**config.mk**
```make
export PLATFORM = sky130hd
export DESIGN_NAME = dec_adjust_unit
export DESIGN_NICKNAME = d
export VERILOG_FILES = /design/src/rtl/dau_pkg.sv /design/src/rtl/dau_packed_adj.sv /design/src/rtl/dau_unpacked_adj.sv /design/src/rtl/dau_split_merge.sv /design/src/rtl/dec_adjust_unit.sv
export SDC_FILE = /design/constraint.sdc
export NUM_CORES = 1
export LEC_CHECK = 0
export ABC_AREA = 1
export BUFFER_PORTS_ARGS = -buffer_cell sky130_fd_sc_hd__buf_2
export CAP_MARGIN = 20
export CORE_UTILIZATION = 30
export CTS_BUF_LIST = sky130_fd_sc_hd__clkbuf_2 sky130_fd_sc_hd__clkbuf_4 sky130_fd_sc_hd__clkbuf_8
export CTS_CLUSTER_SIZE = 30
export DETAILED_ROUTE_END_ITERATION = 10
export GPL_ROUTABILITY_DRIVEN = 0
export PLACE_DENSITY = 0.54
export SLEW_MARGIN = 20
export SYNTH_ARGS = -nofsm -noshare
export SYNTH_HDL_FRONTEND = slang
export SYNTH_SLANG_ARGS = --single-unit
export TNS_END_PERCENT = 50
```
**constraint.sdc**
```tcl
create_clock -name clk -period 6.2 [get_ports clk]
set_clock_uncertainty 0.2 [all_clocks]
set_input_delay 1.24 -clock clk [delete_from_list [all_inputs] [get_ports clk]]
set_output_delay 1.24 -clock clk [all_outputs]
set_load 0.02 [all_outputs]
```
**src/rtl/dau_pkg.sv**
```systemverilog
package dau_pkg;

    localparam int BYTE_W  = 8;
    localparam int NIB_W   = BYTE_W / 2;
    localparam int OP_W    = 3;
    localparam int PROD_W  = 2 * BYTE_W;
    localparam int RECIP_SHIFT = 11;
    localparam int QUOT_W  = PROD_W - RECIP_SHIFT;

    localparam logic [OP_W-1:0] OP_PK_ADD   = 3'd0;
    localparam logic [OP_W-1:0] OP_PK_SUB   = 3'd1;
    localparam logic [OP_W-1:0] OP_UP_ADD   = 3'd2;
    localparam logic [OP_W-1:0] OP_UP_SUB   = 3'd3;
    localparam logic [OP_W-1:0] OP_SPLIT    = 3'd4;
    localparam logic [OP_W-1:0] OP_MERGE    = 3'd5;

    localparam logic [NIB_W-1:0]  NIB_MAX_DIGIT  = 4'd9;
    localparam logic [BYTE_W-1:0] BYTE_MAX_BCD   = 8'h99;
    localparam logic [NIB_W-1:0]  NIB_FIX        = 4'h6;

    typedef struct packed {
        logic              valid;
        logic [BYTE_W-1:0] al;
        logic [BYTE_W-1:0] ah;
        logic              cf;
        logic              af;
    } dau_result_t;

endpackage

```
**src/rtl/dau_packed_adj.sv**
```systemverilog
module dau_packed_adj
    import dau_pkg::*;
#(
    parameter bit SUBTRACT = 1'b0
) (
    input  logic [BYTE_W-1:0] al_i,
    input  logic              cf_i,
    input  logic              af_i,
    output logic [BYTE_W-1:0] al_o,
    output logic              cf_o,
    output logic              af_o
);

    logic              low_fix;
    logic              high_fix;
    logic [BYTE_W-1:0] step;

    always_comb begin
        low_fix  = (al_i[NIB_W-1:0] > NIB_MAX_DIGIT) || af_i;
        high_fix = (al_i > BYTE_MAX_BCD) || cf_i;
        step     = {(high_fix ? NIB_FIX : '0), (low_fix ? NIB_FIX : '0)};
        cf_o     = high_fix;
        af_o     = low_fix;
    end

    generate
        if (SUBTRACT) begin : g_sub
            assign al_o = al_i - step;
        end else begin : g_add
            assign al_o = al_i + step;
        end
    endgenerate

endmodule

```
**src/rtl/dau_unpacked_adj.sv**
```systemverilog
module dau_unpacked_adj
    import dau_pkg::*;
#(
    parameter bit SUBTRACT = 1'b0
) (
    input  logic [BYTE_W-1:0] al_i,
    input  logic [BYTE_W-1:0] ah_i,
    input  logic              af_i,
    output logic [BYTE_W-1:0] al_o,
    output logic [BYTE_W-1:0] ah_o,
    output logic              flag_o
);

    logic             trigger;
    logic [NIB_W-1:0] digit;
    logic [NIB_W-1:0] fix_amt;

    always_comb begin
        trigger = (al_i[NIB_W-1:0] > NIB_MAX_DIGIT) || af_i;
        fix_amt = trigger ? NIB_FIX : '0;
        flag_o  = trigger;
    end

    generate
        if (SUBTRACT) begin : g_sub
            assign digit = al_i[NIB_W-1:0] - fix_amt;
            assign ah_o  = ah_i - {{(BYTE_W-1){1'b0}}, trigger};
        end else begin : g_add
            assign digit = al_i[NIB_W-1:0] + fix_amt;
            assign ah_o  = ah_i + {{(BYTE_W-1){1'b0}}, trigger};
        end
    endgenerate

    assign al_o = {{(BYTE_W-NIB_W){1'b0}}, digit};

endmodule

```
**src/rtl/dau_split_merge.sv**
```systemverilog
module dau_split_merge
    import dau_pkg::*;
(
    input  logic [BYTE_W-1:0] al_i,
    input  logic [BYTE_W-1:0] ah_i,
    output logic [BYTE_W-1:0] split_hi_o,
    output logic [BYTE_W-1:0] split_lo_o,
    output logic [BYTE_W-1:0] merge_o
);

    // Reciprocal multiply: x * 205 / 2048 equals floor(x / 10) for x < 256.
    logic [PROD_W-1:0] wide;
    logic [PROD_W-1:0] recip_prod;
    logic [QUOT_W-1:0] quot;
    logic [BYTE_W-1:0] quot_b;
    logic [BYTE_W-1:0] quot_x10;
    logic [BYTE_W-1:0] ah_x10;

    always_comb begin
        wide       = {{(PROD_W-BYTE_W){1'b0}}, al_i};
        recip_prod = (wide << 7) + (wide << 6) + (wide << 3) + (wide << 2) + wide;
        quot       = QUOT_W'(recip_prod >> RECIP_SHIFT);
        quot_b     = {{(BYTE_W-QUOT_W){1'b0}}, quot};
        quot_x10   = (quot_b << 3) + (quot_b << 1);
        split_hi_o = quot_b;
        split_lo_o = al_i - quot_x10;
        ah_x10     = (ah_i << 3) + (ah_i << 1);
        merge_o    = ah_x10 + al_i;
    end

endmodule

```
**src/rtl/dec_adjust_unit.sv**
```systemverilog
module dec_adjust_unit
    import dau_pkg::*;
(
    input  logic       clk,
    input  logic       rst_n,
    input  logic       in_valid,
    input  logic [2:0] in_op,
    input  logic [7:0] in_al,
    input  logic [7:0] in_ah,
    input  logic       in_cf,
    input  logic       in_af,
    output logic       out_valid,
    output logic [7:0] out_al,
    output logic [7:0] out_ah,
    output logic       out_cf,
    output logic       out_af
);

    logic [BYTE_W-1:0] pa_al, ps_al;
    logic              pa_cf, pa_af, ps_cf, ps_af;
    logic [BYTE_W-1:0] ua_al, ua_ah, us_al, us_ah;
    logic              ua_flag, us_flag;
    logic [BYTE_W-1:0] sp_hi, sp_lo, mg_al;

    dau_packed_adj #(.SUBTRACT(1'b0)) u_pk_add (
        .al_i(in_al), .cf_i(in_cf), .af_i(in_af),
        .al_o(pa_al), .cf_o(pa_cf), .af_o(pa_af)
    );

    dau_packed_adj #(.SUBTRACT(1'b1)) u_pk_sub (
        .al_i(in_al), .cf_i(in_cf), .af_i(in_af),
        .al_o(ps_al), .cf_o(ps_cf), .af_o(ps_af)
    );

    dau_unpacked_adj #(.SUBTRACT(1'b0)) u_up_add (
        .al_i(in_al), .ah_i(in_ah), .af_i(in_af),
        .al_o(ua_al), .ah_o(ua_ah), .flag_o(ua_flag)
    );

    dau_unpacked_adj #(.SUBTRACT(1'b1)) u_up_sub (
        .al_i(in_al), .ah_i(in_ah), .af_i(in_af),
        .al_o(us_al), .ah_o(us_ah), .flag_o(us_flag)
    );

    dau_split_merge u_split_merge (
        .al_i(in_al), .ah_i(in_ah),
        .split_hi_o(sp_hi), .split_lo_o(sp_lo), .merge_o(mg_al)
    );

    dau_result_t res_d, res_q;

    always_comb begin
        res_d       = res_q;
        res_d.valid = in_valid;
        if (in_valid) begin
            case (in_op)
                OP_PK_ADD: res_d = '{valid: 1'b1, al: pa_al, ah: in_ah, cf: pa_cf, af: pa_af};
                OP_PK_SUB: res_d = '{valid: 1'b1, al: ps_al, ah: in_ah, cf: ps_cf, af: ps_af};
                OP_UP_ADD: res_d = '{valid: 1'b1, al: ua_al, ah: ua_ah, cf: ua_flag, af: ua_flag};
                OP_UP_SUB: res_d = '{valid: 1'b1, al: us_al, ah: us_ah, cf: us_flag, af: us_flag};
                OP_SPLIT:  res_d = '{valid: 1'b1, al: sp_lo, ah: sp_hi, cf: 1'b0, af: 1'b0};
                OP_MERGE:  res_d = '{valid: 1'b1, al: mg_al, ah: '0, cf: 1'b0, af: 1'b0};
                default:   res_d = '{valid: 1'b1, al: in_al, ah: in_ah, cf: in_cf, af: in_af};
            endcase
        end
    end

    always_ff @(posedge clk) begin
        if (!rst_n) begin
            res_q <= '0;
        end else begin
            res_q <= res_d;
        end
    end

    assign out_valid = res_q.valid;
    assign out_al    = res_q.al;
    assign out_ah    = res_q.ah;
    assign out_cf    = res_q.cf;
    assign out_af    = res_q.af;

    AST_VALID_FOLLOWS: assert property (@(posedge clk) disable iff (!rst_n)
        in_valid |=> out_valid);
    AST_IDLE_HOLD: assert property (@(posedge clk) disable iff (!rst_n)
        !in_valid |=> (!out_valid && $stable(out_al) && $stable(out_ah)
                       && $stable(out_cf) && $stable(out_af)));
    AST_UNPACKED_NIBBLE: assert property (@(posedge clk) disable iff (!rst_n)
        (in_valid && (in_op == OP_UP_ADD || in_op == OP_UP_SUB))
        |=> (out_al[7:4] == 4'h0 && out_cf == out_af));
    AST_SPLIT_DIGITS: assert property (@(posedge clk) disable iff (!rst_n)
        (in_valid && in_op == OP_SPLIT)
        |=> (out_al < 8'd10 && out_ah < 8'd26 && !out_cf && !out_af));
    AST_MERGE_HIGH_ZERO: assert property (@(posedge clk) disable iff (!rst_n)
        (in_valid && in_op == OP_MERGE)
        |=> (out_ah == 8'h00 && !out_cf && !out_af));
    AST_PACKED_KEEPS_AH: assert property (@(posedge clk) disable iff (!rst_n)
        (in_valid && (in_op == OP_PK_ADD || in_op == OP_PK_SUB))
        |=> (out_ah == $past(in_ah)));

endmodule

```
# --- Word-level counts from Yosys, hierarchy flattened ---
# Cells that the tools add are included.
totals:
  regBits: 19
  out_inout_bits: 19
  wordCells: 33
op_classes:
  add_sub_neg: 14
  order_cmp: 2
  eq_ne: 5
  mux: 3
  n_reduce_logical: 4
ops:
  columns: ["op", "n"]
  rows:
  - ["$pmux W18 S6", 1]
  - ["$add A8 B8 Y8", 3]
  - ["$add A15 B14 Y16", 1]
  - ["$add A16 B10 Y16", 1]
  - ["$add A16 B11 Y16", 1]
  - ["$add A16 B8 Y16", 1]
  - ["$sub A8 B8 Y8", 2]
  - ["$add A8 B1 Y8", 1]
  - ["$add A8 B6 Y8", 1]
  - ["$gt A8 B8 Y1 const B", 1]
  - ["$sub A8 B1 Y8", 1]
  - ["$eq A3 B2 Y1 const B", 2]
  - ["$eq A3 B3 Y1 const B", 2]
  - ["$mux W3", 2]
  - ["$add A4 B4 Y4", 1]
  - ["$gt A4 B4 Y1 const B", 1]
  - ["$sub A4 B4 Y4", 1]
  - ["$eq A3 B1 Y1 const B", 1]
  - ["$logic_not A3 Y1", 1]
  - ["$logic_or A1 B1 Y1", 2]
  - ["$reduce_and A2 Y1", 1]

# --- Logic depth before layout (Yosys ltp) ---
logic_depth:
  ltp_word: 7
  ltp_mapped: 33
  depth_no_buf: 33

# --- Modules after synthesis ---
# A second synthesis with hierarchy kept.
hier_totals:
  cells_unflattened: 687
  area_unflattened_um2: 4355.4
modules_own_cells:
  columns: ["module", "instances", "cells_per_inst", "area_per_inst_um2", "seq_area_each_um2"]
  rows:
  - ["dau_split_merge", 1, 208, 1671.6, 0.0]
  - ["dec_adjust_unit", 1, 291, 1591.5, 380.4]
  - ["dau_packed_adj at u_pk_sub", 1, 56, 317.8, 0.0]
  - ["dau_unpacked_adj at u_up_sub", 1, 48, 282.8, 0.0]
  - ["dau_unpacked_adj at u_up_add", 1, 44, 256.5, 0.0]
  - ["dau_packed_adj at u_pk_add", 1, 40, 235.2, 0.0]

# --- Worst setup path after synthesis ---
# OpenSTA, ideal clock, no wires.
synth_timing:
  path_kind: "input to register"
  from: "in in_al[0]"
  to: "reg res_q, in the netlist out_al[6]"
  setup_ps: 123
  arrival_time_ps: 5387
  required_ps: 5877
  setup_slack_ps: 490
  path_stages: 27
  path_buffers: 0
  path_cell_list: "inv_1 -> fa_1 -> inv_1 -> fa_1 -> fa_1 -> ha_1 -> nand2_1 -> nor2_1 -> nand2_1 -> nand2_1 -> nand3_1 -> nand2_1 -> nand2_1 -> nand2_1 -> inv_1 -> fa_1 -> inv_1 -> ha_1 -> a21oi_1 -> nor2_1 -> nor2_1 -> o21bai_1 -> nand2_1 -> nand2_1 -> o21ai_0 -> o21ai_0 -> a21oi_1"
synth_via:
  elab_chain_cells: 7
synth_lines:
  columns: ["item", "line", "text"]
  rows:
  - ["start, declared", "dec_adjust_unit.sv:8", "input logic [7:0] in_al,"]
  - ["$add A15 B14 Y16", "dau_split_merge.sv:21", "recip_prod = (wide << 7) + (wide << 6) + (wide << 3) + (wide << 2) + wide;"]
  - ["$add A16 B11 Y16", "dau_split_merge.sv:21", null]
  - ["$add A16 B10 Y16", "dau_split_merge.sv:21", null]
  - ["$add A16 B8 Y16", "dau_split_merge.sv:21", null]
  - ["$add A8 B6 Y8", "dau_split_merge.sv:24", "quot_x10 = (quot_b << 3) + (quot_b << 1);"]
  - ["$sub A8 B8 Y8", "dau_split_merge.sv:26", "split_lo_o = al_i - quot_x10;"]
  - ["$pmux W18 S6 *", "dec_adjust_unit.sv:56", "case (in_op)"]
  - ["end signal, assigned", "dec_adjust_unit.sv:72", "res_q <= res_d;"]
  - ["end, declared", "dec_adjust_unit.sv:50", "dau_result_t res_d, res_q;"]
# Mark *: on every way between the ends. The rest lies on a longest branch, timed or not.
# A chain may end at the register's enable or synchronous reset.

# --- Worst setup path after layout ---
layout_timing:
  from: "in in_al[1]"
  to: "reg res_q, in the netlist out_al[6]"
# Same word-level chain as after synthesis.

==> impl_table.tex <==
\begin{tabular}{lr}
\hline
Metric & Value \\
\hline
\multicolumn{2}{l}{\textbf{Global route}} \\
\quad Number of global-route vias before repair & 3337 \\
\quad Largest net degree at the start of global routing & 21 \\
\quad First-pass GRT wire length & 16200 um \\
\quad Aggregate global-route resource usage & 17.3\% \\
\quad Number of antenna violations at the first check in global routing & 0 \\
\quad Grt total ovfl & 0 \\
\multicolumn{2}{l}{\textbf{Clock tree}} \\
\quad Count of clock tree sinks & 19 \\
\quad CTS H-Tree Depth & 1 \\
\quad Clock transition time at the flip-flop clock pins of the worst setup and hold paths & 70 ps \\
\quad Clock tree from TritonCTS & done \\
\quad Clock latency at the later pin of the worst-skew pair & 250 ps \\
\quad CTS root buf & sky130\_fd\_sc\_hd\_\_clkbuf\_8 \\
\quad Number of clock buffers inserted by TritonCTS & 3 \\
\quad Clock Tree Buf Depth & 2 \\
\multicolumn{2}{l}{\textbf{Logic synthesis}} \\
\quad Proportion of synthesized chip area in sequential cells & 10.8\% \\
\quad Number of instances in the synthesized netlist & 505 \\
\quad Compound-cell area share of the yosys netlist & 17.2\% \\
\quad Yosys top cell by area & sky130\_fd\_sc\_hd\_\_ha\_1 \\
\quad Synth Area in Adders & 36.5\% \\
\quad Synth Warn \# & 0 \\
\quad Combinational family with the most area after synthesis & adder cells \\
\quad Avg Inst Size Synth & 6.94 um2 \\
\quad Xor-xnor portion of the synthesized cell area & 3.25\% \\
\quad Post-Syn Area & 3510 um2 \\
\quad Multiplexer share of the synthesized area & 0\% \\
\quad Area fraction of the dominant cell type after synthesis & 23.9\% \\
\quad Cell types with the largest area share after synthesis & sky130\_fd\_sc\_hd\_\_ha\_1, sky130\_fd\_sc\_hd\_\_fa\_1, sky130\_fd\_sc\_hd\_\_nand2\_1 \\
\quad Count of state elements after synthesis & 19 \\
\quad Synthesized netlist net count & 618 \\
\quad Post-synthesis cell type count & 38 \\
\quad Post-synthesis share of cell area spent on and, or, nand and nor gates & 22.0\% \\
\multicolumn{2}{l}{\textbf{Cells and area}} \\
\quad Fraction of layout instances using a drive strength above 1 & 13.6\% \\
\quad Antenna Diode Count & 0 \\
\quad Fill cell count & 1257 \\
\quad Post-Route Utilization & 35.3\% \\
\quad Final-stage net count & 671 \\
\quad Number of standard cells in the final layout excluding fillers & 700 \\
\quad Layout overhead on the synthesized area & 15.0\% \\
\multicolumn{2}{l}{\textbf{Detailed routing}} \\
\quad Sum of routed wire length over all layers & 9770 um \\
\quad Violation count after the first detailed-routing iteration & 161 \\
\quad Via-per-instance ratio & 4.82 \\
\quad Wire length per cell & 14.0 um \\
\quad Routed Antenna Nets & 0 \\
\quad Count of vias placed by the detailed router & 3374 \\
\quad Pre-antenna DRT Iters & 6 \\
\quad Remaining DRCs & 0 \\
\multicolumn{2}{l}{\textbf{Setup path}} \\
\quad Type of element launching the critical path & input pin \\
\quad Crit Path Class & input pin to flip-flop \\
\quad Worst endpoint required time & 6140 ps \\
\quad Crit path max fanout & 5 \\
\quad Count of buffering cells on the critical path with inverters included & 5 \\
\quad Element type at the critical path end & flip-flop \\
\quad Dominant cell type by count on the critical path & sky130\_fd\_sc\_hd\_\_nand2\_1 \\
\quad Reg2reg path depth & 4 \\
\quad Dominant delay contributor by cell family on the critical path & adder cells \\
\quad Arrival time of data at the critical path endpoint & 5780 ps \\
\quad Number of stages on the worst setup path & 28 \\
\quad CP max-delay cell & sky130\_fd\_sc\_hd\_\_fa\_1 \\
\quad Highest cell delay on the worst timing path & 520 ps \\
\multicolumn{2}{l}{\textbf{Flow run}} \\
\quad Max cap viols & 0 \\
\multicolumn{2}{l}{\textbf{Timing}} \\
\quad Unrepaired setup endpoints after global routing & false \\
\quad Post-route minimum period & 5840 ps \\
\quad Fin Setup TNS & 0 ps \\
\quad Crit share post-route & 94.2\% \\
\quad Total setup violations reported at the end of the flow & 0 \\
\quad Peak Freq & 0.171 GHz \\
\quad Relative slew margins & 36.2\% \\
\quad Transition time at the pin with the least slew margin & 952 ps \\
\quad Final Hold Fails & 0 \\
\quad Final count of pins violating max slew & 0 \\
\multicolumn{2}{l}{\textbf{Die}} \\
\quad Floorplan core area & 11400 um2 \\
\quad Height of the die & 110 um \\
\quad Boundary pin count & 43 \\
\quad Total Die Area & 12100 um2 \\
\quad Initial cell density of the core & 30.7\% \\
\quad Rows & 39 \\
\quad Die Wd & 110 um \\
\multicolumn{2}{l}{\textbf{Placed design}} \\
\quad Post-detail-place hpwl & 8170 um \\
\quad Number of cells in the design after placement & 694 \\
\quad Port-buffer cells & 42 \\
\multicolumn{2}{l}{\textbf{Worst hold path}} \\
\quad Worst hold-check path type & flip-flop to flip-flop \\
\quad Hold path cells & 2 \\
\multicolumn{2}{l}{\textbf{Outcome}} \\
\quad Run status & finished clean \\
\multicolumn{2}{l}{\textbf{Power and ir drop}} \\
\quad Power per unit of standard cell area & 250 nW/um2 \\
\quad Maximum vdd ir drop & 0.000200 V \\
\quad Leakage power & 0.00219 uW \\
\hline
\end{tabular}
[per-layer routing]
layer,vias up,global-route usage [%],wire [um]
met5,-,0,0
met4,0,3.20,157
met3,8,2.06,431
met2,58,29.8,4650
met1,1550,23.3,4530
li1,1758,-,-
[cell usage in the layout, fill, tap and decap left out, types with 4 or more instances in the layout]
cell type,n
sky130_fd_sc_hd__xor2_1,9
sky130_fd_sc_hd__inv_1,77
sky130_fd_sc_hd__buf_2,42
sky130_fd_sc_hd__nor2_1,39
sky130_fd_sc_hd__ha_1,66
sky130_fd_sc_hd__a21oi_1,55
sky130_fd_sc_hd__xnor2_1,4
sky130_fd_sc_hd__inv_2,8
sky130_fd_sc_hd__nand4_1,5
sky130_fd_sc_hd__nand2_1,106
sky130_fd_sc_hd__o21ai_0,29
sky130_fd_sc_hd__dfxtp_1,19
sky130_fd_sc_hd__fa_1,22
sky130_fd_sc_hd__o211ai_1,4
sky130_fd_sc_hd__buf_4,14
sky130_fd_sc_hd__nand3_1,18
[synthesized netlist by cell type]
library cell and instances:
sky130_fd_sc_hd__nand2_1 106, sky130_fd_sc_hd__inv_1 78, sky130_fd_sc_hd__ha_1 67, sky130_fd_sc_hd__a21oi_1 56
sky130_fd_sc_hd__nor2_1 39, sky130_fd_sc_hd__o21ai_0 29, sky130_fd_sc_hd__fa_1 22, sky130_fd_sc_hd__dfxtp_1 19
sky130_fd_sc_hd__nand3_1 18, sky130_fd_sc_hd__xor2_1 9, sky130_fd_sc_hd__inv_2 8, sky130_fd_sc_hd__clkbuf_1 5
sky130_fd_sc_hd__nand4_1 5, sky130_fd_sc_hd__o211ai_1 4, sky130_fd_sc_hd__xnor2_1 4, sky130_fd_sc_hd__a21o_1 3
sky130_fd_sc_hd__nand3b_1 3, sky130_fd_sc_hd__o221ai_1 3, sky130_fd_sc_hd__a211oi_1 2, sky130_fd_sc_hd__a31oi_1 2
sky130_fd_sc_hd__and2_1 2, sky130_fd_sc_hd__buf_2 2, sky130_fd_sc_hd__o2111ai_1 2, sky130_fd_sc_hd__o21bai_1 2
sky130_fd_sc_hd__or2_0 2, sky130_fd_sc_hd__a221oi_1 1, sky130_fd_sc_hd__a22oi_1 1, sky130_fd_sc_hd__buf_4 1
sky130_fd_sc_hd__nand3_4 1, sky130_fd_sc_hd__nor2_2 1, sky130_fd_sc_hd__nor3_1 1, sky130_fd_sc_hd__nor3_2 1
sky130_fd_sc_hd__nor3b_1 1, sky130_fd_sc_hd__o21a_1 1, sky130_fd_sc_hd__o21ai_2 1, sky130_fd_sc_hd__o22ai_1 1
sky130_fd_sc_hd__or2_1 1, sky130_fd_sc_hd__or2_2 1
[sequential cells by signal, summed over array words and instances (netlist names)]
register,cells
out_ah,8
out_al,8
out_af,1
out_cf,1
out_valid,1
[per-stage QoR]
stage	hold slack, ps	worst slack [ps]	power, uW	cell area [um2]
6_report	273	357	1010	4030
5_1_grt	301	11.2	1150	4030
4_1_cts	272	365	963	4000
3_5_place_dp	258	99.4	868	3950
3_3_place_gp	253	202	859	3950
2_1_floorplan	345	490	692	3510
[worst paths after layout]
| check | start | end | slack (ps) |
|---|---|---|---|
| setup / recovery | in_al[1] | out_al[6]$_SDFFE_PN0P_ | 360 |
| hold / removal | out_al[3]$_SDFFE_PN0P_ | out_al[3]$_SDFFE_PN0P_ | 270 |
| setup reg to reg | out_ah[1]$_SDFFE_PN0P_ | out_ah[1]$_SDFFE_PN0P_ | 5330 |
| hold reg to reg | out_al[3]$_SDFFE_PN0P_ | out_al[3]$_SDFFE_PN0P_ | 270 |
[power by group]
group | switching, uW | internal [uW] | leakage, uW
logic | 462 | 316 | 0.00200
clock network | 39.5 | 50.0 | 0.0000262
registers | 5.69 | 134 | 0.000157
[logic make-up after synthesis]
kind of cell    after synthesis
fa+ha+maj                    89
compound gates              108
simple gates                182
flops                        19
buf+inv                      94
xor+xnor                     13
[area by class of cell]
type	instances	area, um2	share of cell area, %
timing repair buffer	56	315	7.82
tap	143	179	4.44
inverter	86	327	8.10
multi-input combinational	392	2780	69.0
sequential	19	380	9.43
clock buffer	4	48.8	1.21
[repair_timing]
item / 4_1_cts / 5_1_grt
hold buffers: 0 / 0
resized for setup: 0 / 3
setup buffers: 0 / 2
setup endpoints to repair: 0 / 2
[tightest hold or removal path: stages, from the launching register on]
cell and delay [ps]:
sky130_fd_sc_hd__dfxtp_1 310, sky130_fd_sc_hd__nand2_1 60, sky130_fd_sc_hd__a21oi_1 60
No activity file was read; power rests on OpenSTA's default activity.
